`config.mk`:
```
export PLATFORM = sky130hd
export DESIGN_NAME = burst_addr_seq
export DESIGN_NICKNAME = d
export VERILOG_FILES = /design/src/rtl/burst_seq_pkg.sv /design/src/rtl/burst_req_check.sv /design/src/rtl/burst_next_addr.sv /design/src/rtl/burst_addr_seq.sv
export SDC_FILE = /design/constraint.sdc
export NUM_CORES = 1
export LEC_CHECK = 0
export CAP_MARGIN = 20
export CORE_ASPECT_RATIO = 0.8
export CORE_MARGIN = 4
export CORE_UTILIZATION = 65
export CTS_CLUSTER_SIZE = 10
export DETAILED_ROUTE_END_ITERATION = 8
export DONT_BUFFER_PORTS = 1
export PLACE_DENSITY_LB_ADDON = 0.05
export SYNTH_ARGS = -nofsm -noshare
export SYNTH_HDL_FRONTEND = slang
export SYNTH_SLANG_ARGS = --single-unit
```
`constraint.sdc`:
```
create_clock -name clk -period 5.1 [get_ports clk]
set_input_delay 0.255 -clock clk [delete_from_list [all_inputs] [get_ports clk]]
set_output_delay 0.255 -clock clk [all_outputs]
set_load 0.01 [all_outputs]
```
`src/rtl/burst_seq_pkg.sv`:
```
package burst_seq_pkg;

    typedef enum logic [1:0] {
        TR_IDLE = 2'b00,
        TR_BUSY = 2'b01,
        TR_NSEQ = 2'b10,
        TR_SEQ  = 2'b11
    } trans_e;

    typedef enum logic [2:0] {
        BT_SINGLE = 3'd0,
        BT_INCR   = 3'd1,
        BT_WRAP4  = 3'd2,
        BT_INCR4  = 3'd3,
        BT_WRAP8  = 3'd4,
        BT_INCR8  = 3'd5,
        BT_WRAP16 = 3'd6,
        BT_INCR16 = 3'd7
    } burst_e;

    typedef enum logic [1:0] {
        ST_IDLE,
        ST_RUN,
        ST_PARK
    } state_e;

    // wrapping types are the even non-zero codes
    function automatic logic is_wrap(input logic [2:0] b);
        return (b[0] == 1'b0) && (b != 3'd0);
    endfunction

    // beat count of the fixed types; single and undefined handled by caller
    function automatic logic [4:0] fixed_beats(input logic [2:0] b);
        case (b[2:1])
            2'd1:    return 5'd4;
            2'd2:    return 5'd8;
            2'd3:    return 5'd16;
            default: return 5'd1;
        endcase
    endfunction

endpackage

```
`src/rtl/burst_req_check.sv`:
```
module burst_req_check
    import burst_seq_pkg::*;
#(
    parameter int AW       = 32,
    parameter int CNT_W    = 8,
    parameter int PAGE_W   = 10,
    parameter int MAX_SIZE = 2
) (
    input  logic [AW-1:0]     addr_i,
    input  logic [2:0]        burst_i,
    input  logic [2:0]        size_i,
    input  logic [CNT_W-1:0]  len_i,
    output logic              ok_o,
    output logic [CNT_W-1:0]  beats_o,
    output logic [PAGE_W-1:0] mask_o
);
    localparam int SPAN_W = CNT_W + 8;
    localparam int END_W  = SPAN_W + PAGE_W + 1;

    logic              size_ok;
    logic [2:0]        sz_eff;
    logic [AW-1:0]     amask;
    logic [SPAN_W-1:0] span;
    logic [END_W-1:0]  end_off;
    logic              aligned;
    logic              in_page;
    logic              wrap;

    always_comb begin
        size_ok = (size_i <= 3'(MAX_SIZE));
        sz_eff  = size_ok ? size_i : 3'd0;
        wrap    = is_wrap(burst_i);
        if (burst_i == BT_SINGLE)     beats_o = CNT_W'(1);
        else if (burst_i == BT_INCR)  beats_o = len_i;
        else                          beats_o = CNT_W'(fixed_beats(burst_i));
        amask   = (AW'(1) << sz_eff) - AW'(1);
        aligned = ((addr_i & amask) == '0);
        span    = SPAN_W'(beats_o) << sz_eff;
        end_off = END_W'(addr_i[PAGE_W-1:0]) + END_W'(span);
        in_page = (end_off <= (END_W'(1) << PAGE_W));
        mask_o  = wrap ? PAGE_W'(span - SPAN_W'(1)) : '0;
        ok_o    = size_ok && aligned && (beats_o != '0) && (wrap || in_page);
    end

endmodule

```
`src/rtl/burst_next_addr.sv`:
```
module burst_next_addr #(
    parameter int AW     = 32,
    parameter int PAGE_W = 10
) (
    input  logic [AW-1:0]     addr_i,
    input  logic [2:0]        size_i,
    input  logic              wrap_i,
    input  logic [PAGE_W-1:0] mask_i,
    output logic [AW-1:0]     next_o,
    output logic              wrapped_o
);
    logic [AW-1:0] sum;
    logic [AW-1:0] wmask;

    always_comb begin
        sum   = addr_i + (AW'(1) << size_i);
        wmask = AW'(mask_i);
        if (wrap_i) begin
            next_o    = (addr_i & ~wmask) | (sum & wmask);
            wrapped_o = ((sum & wmask) == '0);
        end else begin
            next_o    = sum;
            wrapped_o = 1'b0;
        end
    end

endmodule

```
`src/rtl/burst_addr_seq.sv`:
```
module burst_addr_seq
    import burst_seq_pkg::*;
#(
    parameter int AW       = 32,
    parameter int CNT_W    = 8,
    parameter int PAGE_W   = 10,
    parameter int MAX_SIZE = 2
) (
    input  logic             clk,
    input  logic             rst,
    input  logic             start_i,
    input  logic [AW-1:0]    start_addr_i,
    input  logic [2:0]       burst_i,
    input  logic [2:0]       size_i,
    input  logic [CNT_W-1:0] len_i,
    input  logic             stall_i,
    input  logic             grant_i,
    input  logic             hready_i,
    output logic [AW-1:0]    haddr_o,
    output logic [1:0]       htrans_o,
    output logic [2:0]       hburst_o,
    output logic [2:0]       hsize_o,
    output logic             done_o,
    output logic             err_o
);
    typedef struct packed {
        state_e            st;
        logic [AW-1:0]     addr;
        trans_e            tr;
        burst_e            bu;
        logic [2:0]        sz;
        logic [CNT_W-1:0]  left;
        logic              wrap;
        logic [PAGE_W-1:0] mask;
        logic              rebuilt;
        logic              seg;
        logic              err;
    } seq_t;

    seq_t q, n;

    logic              req_ok;
    logic [CNT_W-1:0]  req_beats;
    logic [PAGE_W-1:0] req_mask;
    logic [AW-1:0]     nxt_addr;
    logic              nxt_wrapped;
    logic              beat_done;

    burst_req_check #(.AW(AW), .CNT_W(CNT_W), .PAGE_W(PAGE_W), .MAX_SIZE(MAX_SIZE)) u_chk (
        .addr_i  (start_addr_i),
        .burst_i (burst_i),
        .size_i  (size_i),
        .len_i   (len_i),
        .ok_o    (req_ok),
        .beats_o (req_beats),
        .mask_o  (req_mask)
    );

    burst_next_addr #(.AW(AW), .PAGE_W(PAGE_W)) u_nxt (
        .addr_i    (q.addr),
        .size_i    (q.sz),
        .wrap_i    (q.wrap),
        .mask_i    (q.mask),
        .next_o    (nxt_addr),
        .wrapped_o (nxt_wrapped)
    );

    assign beat_done = (q.tr == TR_NSEQ) || (q.tr == TR_SEQ);

    always_comb begin
        n = q;
        case (q.st)
            ST_IDLE: begin
                if (start_i) begin
                    if (req_ok) begin
                        n.st      = ST_RUN;
                        n.addr    = start_addr_i;
                        n.tr      = TR_NSEQ;
                        n.bu      = burst_e'(burst_i);
                        n.sz      = size_i;
                        n.left    = req_beats;
                        n.wrap    = is_wrap(burst_i);
                        n.mask    = req_mask;
                        n.rebuilt = 1'b0;
                        n.seg     = 1'b0;
                        n.err     = 1'b0;
                    end else begin
                        n.err = 1'b1;
                    end
                end
            end
            ST_RUN: begin
                if (hready_i) begin
                    if (beat_done && q.left == CNT_W'(1)) begin
                        n.st   = ST_IDLE;
                        n.tr   = TR_IDLE;
                        n.left = '0;
                    end else begin
                        if (beat_done) begin
                            n.addr = nxt_addr;
                            n.left = q.left - CNT_W'(1);
                            n.seg  = q.rebuilt & nxt_wrapped;
                        end
                        if (!grant_i) begin
                            n.st      = ST_PARK;
                            n.tr      = TR_IDLE;
                            n.bu      = BT_INCR;
                            n.rebuilt = 1'b1;
                        end else if (stall_i) begin
                            n.tr = TR_BUSY;
                        end else begin
                            n.tr = (beat_done ? (q.rebuilt & nxt_wrapped) : q.seg)
                                   ? TR_NSEQ : TR_SEQ;
                        end
                    end
                end
            end
            ST_PARK: begin
                if (grant_i && hready_i) begin
                    n.st = ST_RUN;
                    n.tr = TR_NSEQ;
                end
            end
            default: n.st = ST_IDLE;
        endcase
    end

    always_ff @(posedge clk) begin
        if (rst) begin
            q <= '{st: ST_IDLE, addr: '0, tr: TR_IDLE, bu: BT_SINGLE, sz: '0,
                   left: '0, wrap: 1'b0, mask: '0, rebuilt: 1'b0, seg: 1'b0, err: 1'b0};
        end else begin
            q <= n;
        end
    end

    assign haddr_o  = q.addr;
    assign htrans_o = q.tr;
    assign hburst_o = q.bu;
    assign hsize_o  = q.sz;
    assign done_o   = (q.st == ST_IDLE);
    assign err_o    = q.err;


    hold_stable_chk: assert property (@(posedge clk) disable iff (rst)
        (q.st == ST_RUN && !hready_i) |=>
        ($stable(haddr_o) && $stable(htrans_o) && $stable(hburst_o)));


    seq_follows_chk: assert property (@(posedge clk) disable iff (rst)
        (htrans_o == TR_SEQ) |-> ($past(htrans_o) != TR_IDLE));


    done_idle_chk: assert property (@(posedge clk) disable iff (rst)
        done_o |-> (htrans_o == TR_IDLE));


    err_idle_chk: assert property (@(posedge clk) disable iff (rst)
        err_o |-> done_o);


    beat_align_chk: assert property (@(posedge clk) disable iff (rst)
        (htrans_o != TR_IDLE) |-> ((haddr_o & ((AW'(1) << hsize_o) - AW'(1))) == '0));


    same_page_chk: assert property (@(posedge clk) disable iff (rst)
        (htrans_o == TR_SEQ && $past(htrans_o) == TR_SEQ && $past(hready_i)) |->
        (haddr_o[AW-1:PAGE_W] == $past(haddr_o[AW-1:PAGE_W])));

endmodule

```
# Yosys cells after proc, flatten, opt, wreduce, memory -nomap -nowiden
# Index checks and enable logic that the tools add are counted.
# totals
register_bits,64
elab_cells,106
# classes
n_mux,36
shifts,3
add_sub_neg,5
n_lt_le_gt_ge,2
eq_ne,18
bitwise,7
n_reduce_logical,24
# op_table
op,n
$mux W32,3
$and A32 B32 Y32,2
$logic_not A32 Y1,2
$mux W64,1
$pmux W32 S2,1
$shl A1 B3 Y32 const A,2
$mux W63,1
$mux W8,5
$mux W39,1
$add A32 B32 Y32,1
$and A32 B10 Y32,1
$not A10 Y32,1
$or A32 B32 Y32,1
$sub A32 B2 Y32 const B,1
$le A27 B11 Y1 const B,1
$reduce_and A5 Y1,4
$mux W2,9
$add A10 B16 Y17,1
$pmux W8 S2,1
$shl A8 B3 Y16,1
$pmux W5 S3,1
$ne A2 B2 Y1 const B,6
$pmux W2 S3,2
$reduce_and A6 Y1,2
25 further kinds,44

# Longest topological paths before layout
# logic_depth
ltp_word,13
depth_mapped,17
ltp_nobuf,14

# Hierarchy
# Synthesis repeated with hierarchy kept, for this count alone.
# hier_totals
cells_unflattened,767
area_unflattened_um2,5940.7
# by_module_without_submodules
module,area_each_um2,n_inst,cells_each,seq_area_each_um2
burst_addr_seq,3584.7,1,425,1281.2
burst_next_addr,1193.6,1,171,0.0
burst_req_check,1162.4,1,171,0.0

# Worst setup path before layout
# No wires, ideal clock.
# synth_path
kind,input port to flip-flop
start,input size_i[2]
end,register q[2] in the netlist's numbering
path_slack_ns,1.233
path_buffers,2
stages,15
t_arrival_ns,3.751
path_cell_list,or3b_2 > clkbuf_1 > nand3_1 > inv_1 > ha_1 > fa_1 > a211oi_2 > o31ai_1 > a311o_1 > a2111oi_4 > nand4_2 > o211a_1 > buf_2 > o211a_1 > a31o_1
# synth_between
elab_chain_cells,11
# synth_rtl
element,line_no,rtl
from (decl),burst_addr_seq.sv:14,"input logic [2:0] size_i,"
branches (longest 8 deep; another with $le A27 B11 Y1),-,
$logic_and A1 B1 Y1 (*),burst_req_check.sv:42,ok_o = size_ok && aligned && (beats_o != '0) && (wrap || in_page);
$ne A2 B1 Y1 (no line) (*),-,
$reduce_and A6 Y1 (no line) (*),-,
to (signal assigned),burst_addr_seq.sv:130,"q <= '{st: ST_IDLE, addr: '0, tr: TR_IDLE, bu: BT_SINGLE, sz: '0,"
to (signal assigned),burst_addr_seq.sv:133,q <= n;
to (decl),burst_addr_seq.sv:40,"seq_t q, n;"
# Mark *: on every way between the ends.
# A chain may end at the register's enable or synchronous reset.

# Worst setup path after layout
# layout_path
start,input size_i[2]
end,"register q, in the netlist haddr_o[20]"
# The elaborated chain is that of the path after synthesis.

==> results.cfg <==
[drt]
ant_nets = 0
wl_per_cell_um = 21.3
drt_pre_antenna_iters = 6
drcViolationCount = 0
routed_via_density = 6.93
wirelength_um = 17000
drt_iter0_drc = 691
via_count = 5527

[final_layout]
synthToLayoutAreaGrowth_pct = -0.886
insertedDiodeCount = 0
final_nets = 771
layout-drive-gt1-share = 0.0565

[synthesis]
synth.yosys.seq_area_share = 0.233
synthCells = 741
syn-num-nets = 827
yosys_warnings = 0
ys_seq_elements = 64
synth-async-reset-ratio = 0
synth.distinct_cells = 70
syn_area_um2 = 5510
synth_edf_count = 0
syn_area_per_cell_um2 = 7.43
synthFlopType = dfxtp_1

[power]
power_frac_comb = 0.160
p_per_area_nw_per_um2 = 206
p_leak_nw = 2.08
power.share.sequential = 0.467
p_sw_frac = 0.317
pwr-share-clk = 0.373
ir_worst_vdd_uv = 123
switchingPower_w = 0.000358
internal-power_w = 0.000769

[grt]
grt_pass1_wl_um = 26600
grt_usage = 0.323
antenna_found_initial = 0
overflow = 0
first_global_vias = 5071
grt_max_degree = 36

[worst_setup_path]
critPathKind = primary input to flip-flop
crit_fanout = 15
cp-end-kind = flip-flop
required_ps = 5350
reg2reg_depth = 11
worstSetupStartpointType = primary input
arrival_ps = 4500

[floorplanning]
dieHeight_um = 90.3
core_region_area_um2 = 8090
row_count = 29
pin_count = 94
die_w_um = 111
initial_core_util = 0.681
die_area_um2 = 10000

[sta]
fin_crit_ps = 4250
setup-tns-final_ps = 0
fin_hold_ws_ps = 11.1
max_freq_ghz = 0.235
drv_slew = 0
relSlewSlack = 0.386
setup-violations-final = 0
hold_viol_final = 0
final.setup_skew_ps = 20.0
layout_worst_path_cycle_share = 0.833
rsz0062_at_grt = false
worst-slew-pin-transition_ps = 917

[placement]
port_buffers = 0
globalplace.congestion = 0.908
hpwl_um = 12500

[hold_path]
worstHoldPathCells = 1
hold_class = primary input to flip-flop

[cts]
cts_root_buf = clkbuf_8
ctsResizeCount = 0
cts.sinks = 64
clkSlewWorstSetupHoldPaths_ps = 80
cts_buffer_depth = 2
htreeDepth = 3
post-cts-setup-buffers = 0
clk-insertion-delay-late_ps = 360
tritoncts = built
cts_buffers = 9

[job]
maxCapViolCount = 0

[outcome]
outcome = finished clean
-- layout make-up --
| cell class | instances | area (µm²) |
|---|---|---|
| clock buffers | 10 | 138 |
| clock inverters | 6 | 42.5 |
| fillers | 705 | 2630 |
| inverters | 37 | 139 |
| multi-input cells | 562 | 3620 |
| flip-flops and latches | 64 | 1280 |
| well taps | 108 | 135 |
| repair buffers | 11 | 100 |
-- final timing paths --
kind                            from                        to  slack [ps]
max                        size_i[2]  haddr_o[20]$_SDFFE_PP0P_         850
min                              rst  haddr_o[30]$_SDFFE_PP0P_          10
max reg2reg  hsize_o[1]$_SDFFE_PP0P_  haddr_o[20]$_SDFFE_PP0P_        1560
min reg2reg        q[1]$_SDFFE_PP0P_         q[1]$_SDFFE_PP0P_         480
-- routing by layer --
layer | vias up | part of all wire | global-route usage
li1 | 2595 | - | -
met1 | 2595 | 0.41 | 0.438
met2 | 306 | 0.44 | 0.497
met3 | 31 | 0.13 | 0.0931
met4 | 0 | 0.015 | 0.0974
met5 | - | 0 | 0
-- cells in the mapped netlist, types with 3 or more instances --
| library cell | instances | share of area |
|---|---|---|
| nor4_1 | 4 | 0.0045 |
| a21oi_1 | 59 | 0.054 |
| clkbuf_1 | 26 | 0.018 |
| a22oi_1 | 6 | 0.0082 |
| o31ai_1 | 6 | 0.0082 |
| and3_1 | 15 | 0.017 |
| buf_2 | 8 | 0.0073 |
| nor3b_1 | 5 | 0.0068 |
| a32oi_1 | 5 | 0.0080 |
| o211a_1 | 4 | 0.0073 |
| a211oi_2 | 3 | 0.0068 |
| a31oi_1 | 24 | 0.027 |
| a221o_1 | 3 | 0.0055 |
| xnor2_1 | 9 | 0.014 |
| nand2_1 | 54 | 0.037 |
| o2bb2ai_1 | 3 | 0.0048 |
| and4_1 | 3 | 0.0048 |
| nand2b_1 | 6 | 0.0068 |
| dfxtp_1 | 64 | 0.23 |
| or3_1 | 3 | 0.0034 |
| a21o_1 | 8 | 0.011 |
| a221oi_1 | 10 | 0.016 |
| nand3_1 | 25 | 0.023 |
| a211o_1 | 5 | 0.0080 |
| o21ai_0 | 47 | 0.043 |
| clkinv_1 | 3 | 0.0020 |
| o22ai_1 | 3 | 0.0034 |
| o211ai_1 | 8 | 0.011 |
| and2_1 | 10 | 0.011 |
| nor2b_1 | 4 | 0.0045 |
| ha_1 | 32 | 0.073 |
| mux2i_1 | 10 | 0.018 |
| nor3_1 | 19 | 0.017 |
| xor2_1 | 11 | 0.017 |
| o32ai_1 | 12 | 0.019 |
| nand4_1 | 12 | 0.014 |
| o21ai_1 | 12 | 0.011 |
| a211oi_1 | 10 | 0.014 |
| inv_1 | 34 | 0.023 |
| nor2_1 | 71 | 0.048 |
| or4_1 | 3 | 0.0041 |
| buf_4 | 43 | 0.059 |
-- layout by cell type, fill, tap and decap left out, types with 6 or more instances in the layout --
master and instances:
clkbuf_8 10, nor3_1 19, o31ai_1 6, nand2_1 54
ha_1 32, a22oi_1 6, a211oi_1 10, and2_1 10
mux2i_1 10, buf_4 8, nor2_1 71, o21ai_1 12
and3_1 15, inv_1 34, o32ai_1 12, dfxtp_1 64
a31oi_1 24, nand4_1 12, nand3_1 25, o21ai_0 47
o211ai_1 8, a221oi_1 10, xnor2_1 9, a21oi_1 59
nand2b_1 6, xor2_1 11, a21o_1 8
-- cells by family (layout without fill, tap and decap cells) --
family                   after synthesis  in the layout  share of synthesized area
multiplexers                          10             10                     0.0182
flip-flops                            64             64                      0.233
adder cells (fa/ha/maj)               34             34                     0.0800
other                                  2              2                    0.00136
XOR/XNOR                              20             20                     0.0318
AO/OA/AOI/OAI                        249            249                      0.302
buffers and inverters                115             64                      0.111
AND/OR/NAND/NOR                      247            247                      0.223
-- power by group through the flow --
stage	Combinational (W)	Clock, W	Sequential, W
2_1_floorplan	0.000155	0	0.000528
3_3_place_gp	0.000165	0	0.000537
3_5_place_dp	0.000168	0	0.000537
4_1_cts	0.000175	0.000416	0.000526
5_1_grt	0.000199	0.000437	0.000527
6_report	0.000181	0.000420	0.000526
-- through the flow --
step	cells	instance area, µm²	util	worst slack (ps)	total power (W)
final	798	5460	0.675	850	0.00113
after global routing	798	5460	0.675	540	0.00116
after CTS	797	5450	0.673	920	0.00112
after detailed placement	779	5240	0.647	567	0.000705
after global placement	779	5240	0.647	702	0.000701
after floorplan	741	5510	-	1230	0.000682
-- timing repair --
action / CTS / global route
endpoints found under the setup margin: 0 / 0
endpoints found under the hold margin: 27 / 5
hold buffers: 2 / 1
-- critical path, stage by stage --
cell       delay, ps
nor3b_1          170
buf_4            210
clkinv_1         250
nand3_1          170
inv_1             60
ha_1             210
fa_1             410
a211oi_2         260
o31ai_1          180
a311o_1          420
a2111oi_4        530
nand4_2          230
nand3_2          270
nand3_1          530
o32ai_1          350
Power figures use the tool's default switching activity.
